$ cat src/rtl/cafs_pkg.sv
package cafs_pkg;

   typedef enum logic [1:0] {
      RXM_ANY = 2'b00,
      RXM_STD = 2'b01,
      RXM_EXT = 2'b10,
      RXM_OFF = 2'b11
   } rxm_e;

   // Slot-level admission given mode, frame type and whether any owned filter hit.
   function automatic logic mode_admits(input rxm_e m, input logic ide, input logic any_hit);
      case (m)
         RXM_ANY: return any_hit;
         RXM_STD: return any_hit & ~ide;
         RXM_EXT: return any_hit & ide;
         default: return 1'b1;
      endcase
   endfunction

endpackage

$ cat src/rtl/cafs_cfg.sv
module cafs_cfg #(
   parameter int ID_W     = 29,
   parameter int NUM_FILT = 6,
   parameter int AW       = 4
) (
   input  logic                          clk,
   input  logic                          rst_n,
   input  logic                          cfg_mode_i,
   input  logic                          cfg_we_i,
   input  logic [AW-1:0]                 cfg_addr_i,
   input  logic [ID_W:0]                 cfg_wdata_i,
   output logic [NUM_FILT-1:0][ID_W-1:0] filt_o,
   output logic [NUM_FILT-1:0]           fext_o,
   output logic [1:0][ID_W-1:0]          mask_o,
   output logic [1:0][1:0]               mode_o,
   output logic                          roll_o
);
   localparam int MASK_BASE = NUM_FILT;
   localparam int MODE_BASE = NUM_FILT + 2;

   logic wr_ok;
   assign wr_ok = cfg_mode_i & cfg_we_i;

   always_ff @(posedge clk or negedge rst_n) begin
      if (!rst_n) begin
         filt_o <= '0;
         fext_o <= '0;
         mask_o <= '0;
         mode_o <= '0;
         roll_o <= 1'b0;
      end else if (wr_ok) begin
         for (int f = 0; f < NUM_FILT; f++) begin
            if (cfg_addr_i == AW'(f)) begin
               filt_o[f] <= cfg_wdata_i[ID_W-1:0];
               fext_o[f] <= cfg_wdata_i[ID_W];
            end
         end
         for (int m = 0; m < 2; m++) begin
            if (cfg_addr_i == AW'(MASK_BASE + m))
               mask_o[m] <= cfg_wdata_i[ID_W-1:0];
            if (cfg_addr_i == AW'(MODE_BASE + m))
               mode_o[m] <= cfg_wdata_i[1:0];
         end
         if (cfg_addr_i == AW'(MODE_BASE))
            roll_o <= cfg_wdata_i[2];
      end
   end

endmodule

$ cat src/rtl/cafs_match.sv
module cafs_match #(
   parameter int ID_W = 29
) (
   input  logic [ID_W-1:0] key_i,
   input  logic [ID_W-1:0] care_i,
   input  logic [ID_W-1:0] filt_i,
   input  logic [ID_W-1:0] mask_i,
   input  logic            ide_i,
   input  logic            fext_i,
   output logic            hit_o
);
   logic [ID_W-1:0] diff;
   assign diff  = (key_i ^ filt_i) & mask_i & care_i;
   assign hit_o = (fext_i == ide_i) && (diff == '0);
endmodule

$ cat src/rtl/cafs_steer.sv
module cafs_steer
   import cafs_pkg::*;
#(
   parameter int ID_W      = 29,
   parameter int NUM_FILT  = 6,
   parameter int NUM_FILT0 = 2,
   parameter int HIT_W     = 3
) (
   input  logic                       clk,
   input  logic                       rst_n,
   input  logic                       frm_go_i,
   input  logic                       frm_ide_i,
   input  logic [ID_W-1:0]            frm_id_i,
   input  logic [NUM_FILT-1:0]        hit_i,
   input  logic [1:0][1:0]            mode_i,
   input  logic                       roll_i,
   input  logic [1:0]                 clr_full_i,
   output logic [1:0]                 store_o,
   output logic                       ovf_o,
   output logic [1:0]                 full_o,
   output logic [1:0][ID_W-1:0]       id_o,
   output logic [1:0][HIT_W-1:0]      hit_o
);
   localparam logic [HIT_W-1:0] HIT_NONE = '1;

   logic [1:0][HIT_W-1:0] idx;
   logic [1:0]            any_hit, acc, go;
   logic                  roll_path, ovf_d;
   logic [HIT_W-1:0]      rec1;

   always_comb begin
      idx     = '1;
      any_hit = '0;
      for (int f = NUM_FILT0 - 1; f >= 0; f--) begin
         if (hit_i[f]) begin
            idx[0]     = HIT_W'(f);
            any_hit[0] = 1'b1;
         end
      end
      for (int f = NUM_FILT - 1; f >= NUM_FILT0; f--) begin
         if (hit_i[f]) begin
            idx[1]     = HIT_W'(f);
            any_hit[1] = 1'b1;
         end
      end
      for (int b = 0; b < 2; b++) begin
         acc[b] = mode_admits(rxm_e'(mode_i[b]), frm_ide_i, any_hit[b]);
         if (rxm_e'(mode_i[b]) == RXM_OFF) idx[b] = HIT_NONE;
      end
   end

   assign go[0]     = frm_go_i & acc[0] & ~full_o[0];
   assign roll_path = frm_go_i & acc[0] & full_o[0] & roll_i;
   assign go[1]     = frm_go_i & ~go[0] & (acc[1] | roll_path) & ~full_o[1];
   assign rec1      = roll_path ? idx[0] : idx[1];
   assign ovf_d     = frm_go_i & (|acc) & ~(|go);

   for (genvar b = 0; b < 2; b++) begin : g_slot
      logic             full_q;
      logic [ID_W-1:0]  id_q;
      logic [HIT_W-1:0] hit_q;
      logic [HIT_W-1:0] rec;

      if (b == 0) begin : g_rec_own
         assign rec = idx[0];
      end else begin : g_rec_roll
         assign rec = rec1;
      end

      always_ff @(posedge clk or negedge rst_n) begin
         if (!rst_n) begin
            full_q <= 1'b0;
            id_q   <= '0;
            hit_q  <= '0;
         end else begin
            full_q <= (full_q & ~clr_full_i[b]) | go[b];
            if (go[b]) begin
               id_q  <= frm_id_i;
               hit_q <= rec;
            end
         end
      end

      assign full_o[b] = full_q;
      assign id_o[b]   = id_q;
      assign hit_o[b]  = hit_q;
   end

   always_ff @(posedge clk or negedge rst_n) begin
      if (!rst_n) begin
         store_o <= '0;
         ovf_o   <= 1'b0;
      end else begin
         store_o <= go;
         ovf_o   <= ovf_d;
      end
   end

endmodule

$ cat src/rtl/can_accept_steer.sv
module can_accept_steer #(
   parameter int ID_W      = 29,
   parameter int STD_W     = 11,
   parameter int BYTE_W    = 8,
   parameter int NUM_FILT  = 6,
   parameter int NUM_FILT0 = 2,
   parameter int AW        = $clog2(NUM_FILT + 4),
   parameter int HIT_W     = $clog2(NUM_FILT + 1)
) (
   input  logic              clk,
   input  logic              rst_n,
   input  logic              cfg_mode_i,
   input  logic              cfg_we_i,
   input  logic [AW-1:0]     cfg_addr_i,
   input  logic [ID_W:0]     cfg_wdata_i,
   input  logic              frm_valid_i,
   input  logic              frm_ide_i,
   input  logic              frm_rtr_i,
   input  logic [ID_W-1:0]   frm_id_i,
   input  logic [BYTE_W-1:0] frm_db0_i,
   input  logic [BYTE_W-1:0] frm_db1_i,
   input  logic [1:0]        clr_full_i,
   output logic [1:0]        store_o,
   output logic              ovf_o,
   output logic [1:0]        full_o,
   output logic [ID_W-1:0]   buf0_id_o,
   output logic [HIT_W-1:0]  buf0_hit_o,
   output logic [ID_W-1:0]   buf1_id_o,
   output logic [HIT_W-1:0]  buf1_hit_o
);
   localparam int EXT_W = ID_W - STD_W;
   localparam int DB_W  = 2 * BYTE_W;

   if (EXT_W < DB_W) begin : g_bad_width
      $error("identifier extension narrower than two data bytes");
   end
   if (NUM_FILT0 < 1 || NUM_FILT0 >= NUM_FILT) begin : g_bad_split
      $error("each slot needs at least one filter");
   end
   if ((1 << HIT_W) - 1 < NUM_FILT) begin : g_bad_hitw
      $error("hit field cannot encode all filters plus the none code");
   end
   if ((1 << AW) < NUM_FILT + 4) begin : g_bad_aw
      $error("configuration address too narrow");
   end

   logic [NUM_FILT-1:0][ID_W-1:0] filt;
   logic [NUM_FILT-1:0]           fext;
   logic [1:0][ID_W-1:0]          mask;
   logic [1:0][1:0]               mode;
   logic                          roll;
   logic [ID_W-1:0]               key, care;
   logic [NUM_FILT-1:0]           hit;
   logic [1:0][ID_W-1:0]          slot_id;
   logic [1:0][HIT_W-1:0]         slot_hit;
   logic                          frm_go;

   cafs_cfg #(.ID_W(ID_W), .NUM_FILT(NUM_FILT), .AW(AW)) u_cfg (
      .clk        (clk),
      .rst_n      (rst_n),
      .cfg_mode_i (cfg_mode_i),
      .cfg_we_i   (cfg_we_i),
      .cfg_addr_i (cfg_addr_i),
      .cfg_wdata_i(cfg_wdata_i),
      .filt_o     (filt),
      .fext_o     (fext),
      .mask_o     (mask),
      .mode_o     (mode),
      .roll_o     (roll)
   );

   // Comparison key and care vector: standard frames reuse the extension field for data bytes.
   always_comb begin
      key  = frm_id_i;
      care = '1;
      if (!frm_ide_i) begin
         key[EXT_W-1 -: DB_W] = {frm_db0_i, frm_db1_i};
         care[EXT_W-1:0]      = '0;
         if (!frm_rtr_i) care[EXT_W-1 -: DB_W] = '1;
      end
   end

   for (genvar f = 0; f < NUM_FILT; f++) begin : g_cmp
      localparam int MSEL = (f < NUM_FILT0) ? 0 : 1;
      cafs_match #(.ID_W(ID_W)) u_match (
         .key_i (key),
         .care_i(care),
         .filt_i(filt[f]),
         .mask_i(mask[MSEL]),
         .ide_i (frm_ide_i),
         .fext_i(fext[f]),
         .hit_o (hit[f])
      );
   end

   assign frm_go = frm_valid_i & ~cfg_mode_i;

   cafs_steer #(
      .ID_W(ID_W), .NUM_FILT(NUM_FILT), .NUM_FILT0(NUM_FILT0), .HIT_W(HIT_W)
   ) u_steer (
      .clk       (clk),
      .rst_n     (rst_n),
      .frm_go_i  (frm_go),
      .frm_ide_i (frm_ide_i),
      .frm_id_i  (frm_id_i),
      .hit_i     (hit),
      .mode_i    (mode),
      .roll_i    (roll),
      .clr_full_i(clr_full_i),
      .store_o   (store_o),
      .ovf_o     (ovf_o),
      .full_o    (full_o),
      .id_o      (slot_id),
      .hit_o     (slot_hit)
   );

   assign buf0_id_o  = slot_id[0];
   assign buf1_id_o  = slot_id[1];
   assign buf0_hit_o = slot_hit[0];
   assign buf1_hit_o = slot_hit[1];

endmodule

$ cat config.mk
export PLATFORM = sky130hd
export DESIGN_NAME = can_accept_steer
export DESIGN_NICKNAME = d
export VERILOG_FILES = /design/src/rtl/cafs_pkg.sv /design/src/rtl/cafs_cfg.sv /design/src/rtl/cafs_match.sv /design/src/rtl/cafs_steer.sv /design/src/rtl/can_accept_steer.sv
export SDC_FILE = /design/constraint.sdc
export NUM_CORES = 1
export LEC_CHECK = 0
export BUFFER_PORTS_ARGS = -buffer_cell sky130_fd_sc_hd__buf_2
export CAP_MARGIN = 20
export CORE_MARGIN = 4
export CORE_UTILIZATION = 58
export DETAILED_ROUTE_END_ITERATION = 10
export GPL_ROUTABILITY_DRIVEN = 0
export PLACE_DENSITY = 0.78
export SYNTH_ARGS = -nofsm -noshare
export SYNTH_HDL_FRONTEND = slang
export SYNTH_SLANG_ARGS = --single-unit
$ cat constraint.sdc
create_clock -name clk -period 3.39 [get_ports clk]
set_clock_uncertainty 0.05 [all_clocks]
set_input_delay 0.5085 -clock clk [delete_from_list [all_inputs] [get_ports clk]]
set_output_delay 0.5085 -clock clk [all_outputs]
set_load 0.01 [all_outputs]
# Yosys cells after proc, flatten, opt, wreduce, memory -nomap -nowiden
# Cells that the tools add are included.
[totals]
wordCells = 139
register_bits = 312
in_bits = 88
[op_classes]
eq_ne = 21
reduce_logical = 27
muxes = 20
bitwise = 46
[ops]
columns = ["op", "count"]
rows = [
  ["29-bit AND", 12],
  ["29-bit zero test", 6],
  ["29-bit XOR", 6],
  ["16-bit 2-to-1 mux", 2],
  ["3-bit 2-to-1 mux", 7],
  ["2-bit AND reduction", 10],
  ["18-bit 2-to-1 mux", 1],
  ["1-bit AND", 17],
  ["4-bit by 3-bit equality test with 1-bit output, second input constant", 4],
  ["2-bit equality test, second input constant", 4],
  ["4-bit by 2-bit equality test with 1-bit output, second input constant", 2],
  ["4-bit equality test, second input constant", 2],
  ["1-bit NOT", 8],
  ["1-bit equality test", 6],
  ["1-bit logical AND", 6],
  ["1-bit 2-to-1 mux", 6],
  ["1-bit case mux with 3 select lines", 2],
  ["2-bit by 1-bit equality test with 1-bit output, second input constant", 2],
  ["4-bit by 1-bit equality test with 1-bit output, second input constant", 1],
  ["2-bit zero test", 2],
  ["4-bit zero test", 1],
  ["2-bit 2-to-1 mux", 2],
  ["2-bit OR reduction", 2],
  ["1-bit OR", 3],
]

# Logic depth before layout (Yosys ltp)
# Gate-level depths: netlist (run 1).
[logic_depth]
depth_word = 19
mapped_depth = 12

# By module
# A second synthesis (run 1) with hierarchy kept.
[hier_totals]
cells_unflattened = 1194
hier_area_um2 = 15461.1
[by_module_without_submodules]
columns = ["mod", "area_each_um2", "instances", "seq_area_each_um2", "cells_per_inst"]
rows = [
  ["cafs_cfg", 9248.9, 1, 6080.8, 528],
  ["cafs_match", 500.5, 6, 0.0, 76],
  ["cafs_steer", 2947.8, 1, 1701.6, 189],
  ["can_accept_steer", 261.5, 1, 0.0, 21],
]

# Least setup slack after synthesis (run 1)
# No wires, ideal clock.
[synth_timing]
path_kind = "input to register"
from = "input frm_ide_i"
to = "register u_steer.g_slot[1].id_q[10]"
setup_slack_ns = 0.073
path_stages = 12
arrival_time_ns = 3.142
n_path_buf = 3
path_cell_list = "buf_6 -> buf_12 -> mux2i_4 -> mux2i_1 -> a2111oi_1 -> nand4_1 -> a211oi_2 -> a21o_4 -> a221oi_2 -> a21boi_4 -> buf_12 -> mux2_4"
[synth_between]
elab_chain_cells = 16
word_cells_on_any_way = 60
cone_classes = "6 x eq/ne; 10 x mux; 32 x bitwise; 12 x reduce/logical"
[synth_rtl]
columns = ["element", "line", "text"]
rows = [
  ["from (decl)", "can_accept_steer.sv:17", "input logic frm_ide_i,"],
  ["16-bit 2-to-1 mux", "can_accept_steer.sv:76", "if (!frm_ide_i) begin"],
  ["29-bit XOR", "cafs_match.sv:13", "assign diff = (key_i ^ filt_i) & mask_i & care_i;"],
  ["29-bit AND (2 in series)", "cafs_match.sv:13", ""],
  ["29-bit zero test", "cafs_match.sv:14", "assign hit_o = (fext_i == ide_i) && (diff == '0);"],
  ["1-bit logical AND", "cafs_match.sv:14", ""],
  ["1-bit 2-to-1 mux (2 in series)", "cafs_steer.sv:35", "if (hit_i[f]) begin"],
  ["1-bit AND, on equally long branches", "cafs_pkg.sv:15, cafs_pkg.sv:14", ""],
  ["1-bit case mux with 3 select lines", "cafs_pkg.sv:12", "case (m)"],
  ["1-bit AND", "cafs_steer.sv:52, cafs_steer.sv:53", ""],
  ["1-bit AND, on equally long branches", "cafs_steer.sv:53, cafs_steer.sv:52", ""],
  ["1-bit AND / 1-bit NOT (equally long branches)", "cafs_steer.sv:53, cafs_steer.sv:54", ""],
  ["1-bit OR / 1-bit AND (equally long branches)", "cafs_steer.sv:54", "assign go[1] = frm_go_i & ~go[0] & (acc[1] | roll_path) & ~full_o[1];"],
  ["1-bit AND (*) (2 in series)", "cafs_steer.sv:54", ""],
  ["to (signal assigned)", "cafs_steer.sv:78", "id_q <= frm_id_i;"],
  ["to (decl)", "cafs_steer.sv:60", "logic [ID_W-1:0] id_q;"],
]
# Every way passes the cells marked *; elsewhere a longest branch is shown, timed or not.
# A chain may end at the register's enable or synchronous reset.

# Worst setup path after layout (run 1)
[layout_timing]
from = "input frm_ide_i"
to = "register u_steer.g_slot[1].id_q[14]"
# Same word-level chain as after synthesis.

==> flow_metrics.tcl, run 1 <==
set metrics [dict create \
    multiInputGateArea_um2 7210 \
    synth_top_area_share_pct 50.8 \
    yosys_warnings 0 \
    syn_to_final_growth_pct 18.2 \
    dieArea_um2 29100 \
    ir_drop_mv 0.499 \
    first_iter_violations 724 \
    crit_chain "buf_2 > buf_12 > mux2i_4 > buf_4 > mux2i_1 > a2111oi_0 > nand4_1 > a211o_1 > o21ai_1 > o21ai_2 > a21boi_4 > buf_12 > mux2_4" \
    p_per_area_nw_per_um2 689 \
    clk_pin_slew_ps 60 \
    antenna_cells 0 \
    cts_setup_buffers 0 \
    syn_nets 1233 \
    drt-total-wl_mm 38.3 \
    synthDistinctLibCells 49 \
    arrival_ps 3620 \
    fillers 1824 \
    synthArstFlopShare_pct 100 \
    comb_power_share_pct 26.2 \
    startpoint_type "input port" \
    htreeDepth 1 \
    internal-power_mw 8.82 \
    status "finished clean" \
    cpMostUsedCell "buf_12" \
    worst_ep_required_time_ps 3780 \
    io_buffers 156 \
    avgSynthCellArea_um2 13.5 \
    tightest_slew_ps 749 \
    vias_per_cell 5.86 \
    clockPowerShare_pct 30.5 \
    synth_seq_area_share_pct 50.8 \
    cp_top_family "compound AO/OA/AOI/OAI gates" \
    worstSetupPathType "in -> reg" \
    clock-root-buffer "clkbuf_16" \
    antenna_found_initial 1 \
    seq_power_share_pct 43.2 \
    setup_viol 0 \
    worstSetupEndpointType "register" \
    grt.total_usage_pct 26.5 \
    grt_pass1_wl_mm 60.3 \
    gr-total-overflow 0 \
    boundaryPins 157 \
    hold_class "in -> reg" \
    critPathMaxFanout 16 \
    power_mw 12.5 \
    cts_num_sinks 311 \
    slew_headroom_pct 50.1 \
    clock_latency_ps 580 \
    synth_edf_count 0 \
    die_y_um 170 \
    period_share_pct 95.4 \
    setup_tns_ps 0 \
    grt_pass1_vias 10600 \
    wl_per_cell_um 22.4 \
    critical_path.slowest_cell "a2111oi_0" \
    hold_viol_final 0 \
    core-area_um2 26000 \
    finalNetCount 1446 \
    synth_seq_cells 311 \
    dp_hpwl_mm 26.5 \
    fin_area_um2 18100 \
    max_cap_viol_count 0 \
    initial_core_util_pct 58.9 \
    seq_area_um2 7780 \
    rsz0062_at_grt "false" \
    synth_ff_type "dfrtp_1" \
    period_minus_slack_ps 3230 \
    num_rows 59 \
    power_leakage_nw 8.44 \
    p_sw_share_pct 29.2 \
    syn_inst 1138 \
    cts_made_buffers 31 \
    place_area_um2 16900 \
    slowest_delay_ps 550 \
    fin_hold_ws_ps 71.1 \
    fmax_mhz 309 \
    yosys.area.top_type "dfrtp_1" \
    drive_gt1_share_pct 44.4 \
    netlist_area_um2 15300 \
    drc 0 \
    dr.pass1.iters 5 \
    maxSlewViolCount 0 \
    cp.buffers_inverters 4 \
    grt_max_degree 87 \
    clockBufferDepth 3 \
    switching_power_mw 3.64 \
    vias 10000 \
    synth.area.top_cells "dfrtp_1 (51%), mux2_2 (20%), xor2_1 (4.8%)" \
    die_x_um 170 \
    ant_nets 0 \
    cts_tree "yes" \
]
[state kept, by name (all words and copies together), names as in the netlist]
signal                 count
u_steer.g_slot.full_q      2
u_cfg.filt_o             174
u_steer.store_o            2
u_cfg.roll_o               1
u_cfg.mask_o              58
u_cfg.fext_o               6
u_steer.ovf_o              1
u_steer.g_slot.hit_q       5
u_cfg.mode_o               4
u_steer.g_slot.id_q       58
[what timing repair did]
item                                    in CTS  in global routing
hold buffers                                 1                  0
endpoints found under the hold margin       80                  0
endpoints found under the setup margin       0                 12
gates resized for setup                      0                  2
[placed cells by master (no fill, tap or decap), drive strengths merged, types with 45 or more instances in the layout]
master / n
a22oi: 45
nand2b: 50
xnor2: 50
xor2: 84
dfrtp: 311
clkbuf: 50
nand2: 60
mux2i: 64
buf: 231
mux2: 304
[path summary, 6_finish.rpt]
kind | from | endpoint | slack (ps) | depth (start not counted)
setup reg to reg | u_cfg.mask_o[16] | u_steer.g_slot[0].id_q[16] | 340 | 12
max in group asynchronous | rst_n | u_steer.g_slot[0].id_q[11] | 1920 | 3
min in group asynchronous | rst_n | u_steer.g_slot[0].id_q[27] | 490 | 2
hold / removal | clr_full_i[0] | u_steer.g_slot[0].full_q | 70 | 2
setup / recovery | frm_ide_i | u_steer.g_slot[1].id_q[14] | 160 | 13
hold reg to reg | u_steer.g_slot[0].id_q[0] | u_steer.g_slot[0].id_q[0] | 450 | 1
[metal layers]
layer | global-route usage (%) | vias to the layer above | routed length, um
met5 | 0 | - | 18
met4 | 7.71 | 2 | 1160
met3 | 3.51 | 70 | 1400
met2 | 46.0 | 229 | 19500
met1 | 35.0 | 5222 | 16200
li1 | - | 4504 | -
[worst register-to-register path, cell delays in order (launching register included)]
cell and delay, ps:
dfrtp_1 430, nand2b_1 100, mux2i_1 90, a2111oi_1 460
buf_4 180, nand4_1 80, buf_4 170, a211oi_2 300
a21oi_1 110, o21ai_1 280, nand3_2 130, buf_12 200
mux2_2 320
[synthesized netlist by cell type, drive strengths merged, types with 2 or more instances]
master and instances:
nand4 15, o21ai 9, a22o 7, nand2b 50, a21oi 12, mux2i 64, a211o 3, nand2 60
ha 7, a2111oi 16, nor2b 2, buf 20, nand3 7, dfrtp 311, nor3b 3, xnor2 50
or2b 2, nor2 6, clkbuf 32, nor4 2, inv 11, xor2 84, a221oi 2, a211oi 4
mux2 304, a22oi 45, a21o 3
[power groups by stage]
stage,sequential [mW],clock [mW],combinational [mW]
2_1_floorplan,5.43,0,1.91
3_3_place_gp,5.38,0,3.17
3_5_place_dp,5.43,0,3.26
4_1_cts,5.38,3.87,3.30
5_1_grt,5.50,4.01,3.54
6_report,5.39,3.81,3.27
[layout make-up]
class,count,share of cell area [%]
timing repair buffer,232,8.23
tap,335,2.32
sequential,311,43.0
inverter,11,0.228
clock buffer,50,5.23
clock inverter,7,1.11
multi-input combinational,764,39.9
[metrics by stage]
step	setup WS [ps]	std cells	util, %
finish	156	1710	69.6
global route	35.0	1710	69.6
floorplan	73.1	1138	-
detailed placement	-381	1652	65.2
global placement	-428	1652	65.2
CTS	206	1710	69.6
[logic make-up (layout without fill, tap and decap cells)]
kind of cell,Yosys count,in the layout,synth area share (%)
multiplexers,368,368,28.3
flip-flops,311,311,50.8
adder cells (fa/ha/maj),7,7,0.572
buffers and inverters,63,300,2.22
AO/OA/AOI/OAI,103,103,5.26
XOR/XNOR,134,134,7.67
AND/OR/NAND/NOR,152,152,5.16
Power figures use the tool's default switching activity.
==> inputs of run 2 (changes only) <==
--- a/config.mk
+++ b/config.mk
@@ -9,6 +9,7 @@
 export CAP_MARGIN = 20
 export CORE_MARGIN = 4
 export CORE_UTILIZATION = 58
+export CTS_BUF_LIST = sky130_fd_sc_hd__clkbuf_4 sky130_fd_sc_hd__clkbuf_8
 export DETAILED_ROUTE_END_ITERATION = 10
 export GPL_ROUTABILITY_DRIVEN = 0
 export PLACE_DENSITY = 0.78
==> flow_metrics.tcl, run 2 (synthesis results as in run 1) <==
set metrics [dict create \
    setup_viol 0 \
    wl_per_cell_um 22.0 \
    ant_nets 0 \
    clock-root-buffer "clkbuf_8" \
    first_iter_violations 873 \
    syn_to_final_growth_pct 17.4 \
    drt-total-wl_mm 38.1 \
    slew_headroom_pct 50.5 \
    dieArea_um2 29100 \
    fin_cells 1736 \
    antenna_found_initial 2 \
    hold_viol_final 0 \
    max_flop_register "u_cfg.filt_o" \
    worst_ep_required_time_ps 3790 \
    dr.pass1.iters 7 \
    arrival_ps 3640 \
    grt.total_usage_pct 26.5 \
    top_regs "u_cfg.filt_o: 174 flops, u_cfg.mask_o: 58 flops, u_steer.g_slot.id_q: 58 flops" \
    clk_pin_slew_ps 60 \
    rsz0062_at_grt "false" \
    maxSlewViolCount 0 \
    worstSetupPathType "in -> reg" \
    tightest_slew_ps 742 \
    vias 10100 \
    die_y_um 170 \
    period_share_pct 95.7 \
    placed_cells 1652 \
    utilization_pct 69.1 \
    final_cell_mix "dfrtp_1 (311), mux2_2 (277), buf_2 (155)" \
    num_rows 59 \
    finalNetCount 1466 \
    cts_num_sinks 311 \
    vias_per_cell 5.80 \
    place_area_um2 16900 \
    fin_area_um2 18000 \
    grt_pass1_wl_mm 60.1 \
    core-area_um2 26000 \
    final_common_cell "dfrtp_1" \
    period_minus_slack_ps 3250 \
    largest_reg_flops 174 \
    max_cap_viol_count 0 \
    fillers 1853 \
    p_per_area_nw_per_um2 663 \
    cts_tree "yes" \
    gr-total-overflow 0 \
    grt_max_degree 87 \
    io_buffers 156 \
    clockBufferDepth 3 \
    critPathMaxFanout 16 \
    clock_latency_ps 570 \
    die_x_um 170 \
    drc 0 \
    worstSetupEndpointType "register" \
    drive_gt1_share_pct 46.1 \
    initial_core_util_pct 58.9 \
    boundaryPins 157 \
    status "finished clean" \
    grt_pass1_vias 10800 \
    ir_drop_mv 0.408 \
    hold_class "in -> reg" \
    power_mw 11.9 \
    cts_made_buffers 51 \
    startpoint_type "input port" \
    htreeDepth 2 \
    fmax_mhz 308 \
    power_leakage_nw 8.42 \
    dp_hpwl_mm 26.5 \
]
## run 2: changes by cell type in the layout (fill, tap and decap cells not counted), sizes merged
cell and change:
diode +1, bufinv -6, clkbuf +29, clkinvlp +2
## run 2: stage by stage
step | TNS [ps] | setup WS, ps | hold WS (ps)
2_1_floorplan | 0 | 73.1 | 163
3_3_place_gp | -18560 | -428 | 431
3_5_place_dp | -18190 | -381 | 437
4_1_cts | 0 | 198 | 47.2
5_1_grt | 0 | 9.02 | 38.9
6_report | 0 | 145 | 80.7
## run 2: what timing repair did
item / CTS / global route
setup buffers: 0 / 0
hold buffers: 1 / 0
resized for setup: 0 / 2
endpoints found under the hold margin: 80 / 0
setup endpoints to repair: 0 / 13
## run 2: cell type report
| cell class | instances | area (um2) | share of cell area (%) |
|---|---|---|---|
| multi-input cells | 764 | 7210 | 40.2 |
| clock inverters | 3 | 23.8 | 0.132 |
| diodes | 1 | 2.50 | 0.0139 |
| inverters | 11 | 41.3 | 0.230 |
| well taps | 335 | 419 | 2.33 |
| repair buffers | 232 | 1490 | 8.29 |
| flip-flops and latches | 311 | 7780 | 43.3 |
| clock buffers | 79 | 993 | 5.53 |
## run 2: power breakdown
group          internal, mW  switching, mW
Combinational          1.79           1.47
Sequential             4.67          0.715
Clock                  1.84           1.42
## run 2: path summary, 6_finish.rpt
kind                                            startpoint                          to  slack [ps]  cells after the start
worst min register to register  u_steer.g_slot[0].id_q[22]  u_steer.g_slot[0].id_q[22]         450                      1
min in group asynchronous                            rst_n  u_steer.g_slot[0].id_q[27]         500                      2
worst min-delay path                         clr_full_i[0]    u_steer.g_slot[0].full_q          80                      2
worst max-delay path                             frm_ide_i  u_steer.g_slot[1].id_q[28]         140                     13
worst max register to register            u_cfg.mask_o[32]  u_steer.g_slot[1].id_q[28]         350                     10
max in group asynchronous                            rst_n           u_cfg.filt_o[117]        1940                      3
## run 2: metal layers
metal,vias up,routed length (um),global-route usage (%)
met3,73,1690,4.25
met2,253,19400,45.7
met1,5206,15900,34.5
met5,-,20,0
li1,4534,-,-
met4,2,1090,8.85
## run 2: worst max-delay path, cell delays in order
cell	delay, ps
buf_2	120
buf_12	170
mux2i_4	350
buf_4	170
mux2i_1	110
a2111oi_0	550
nand4_1	260
a211o_1	350
o21ai_1	130
o21ai_2	120
a21boi_4	220
buf_12	210
mux2_2	350
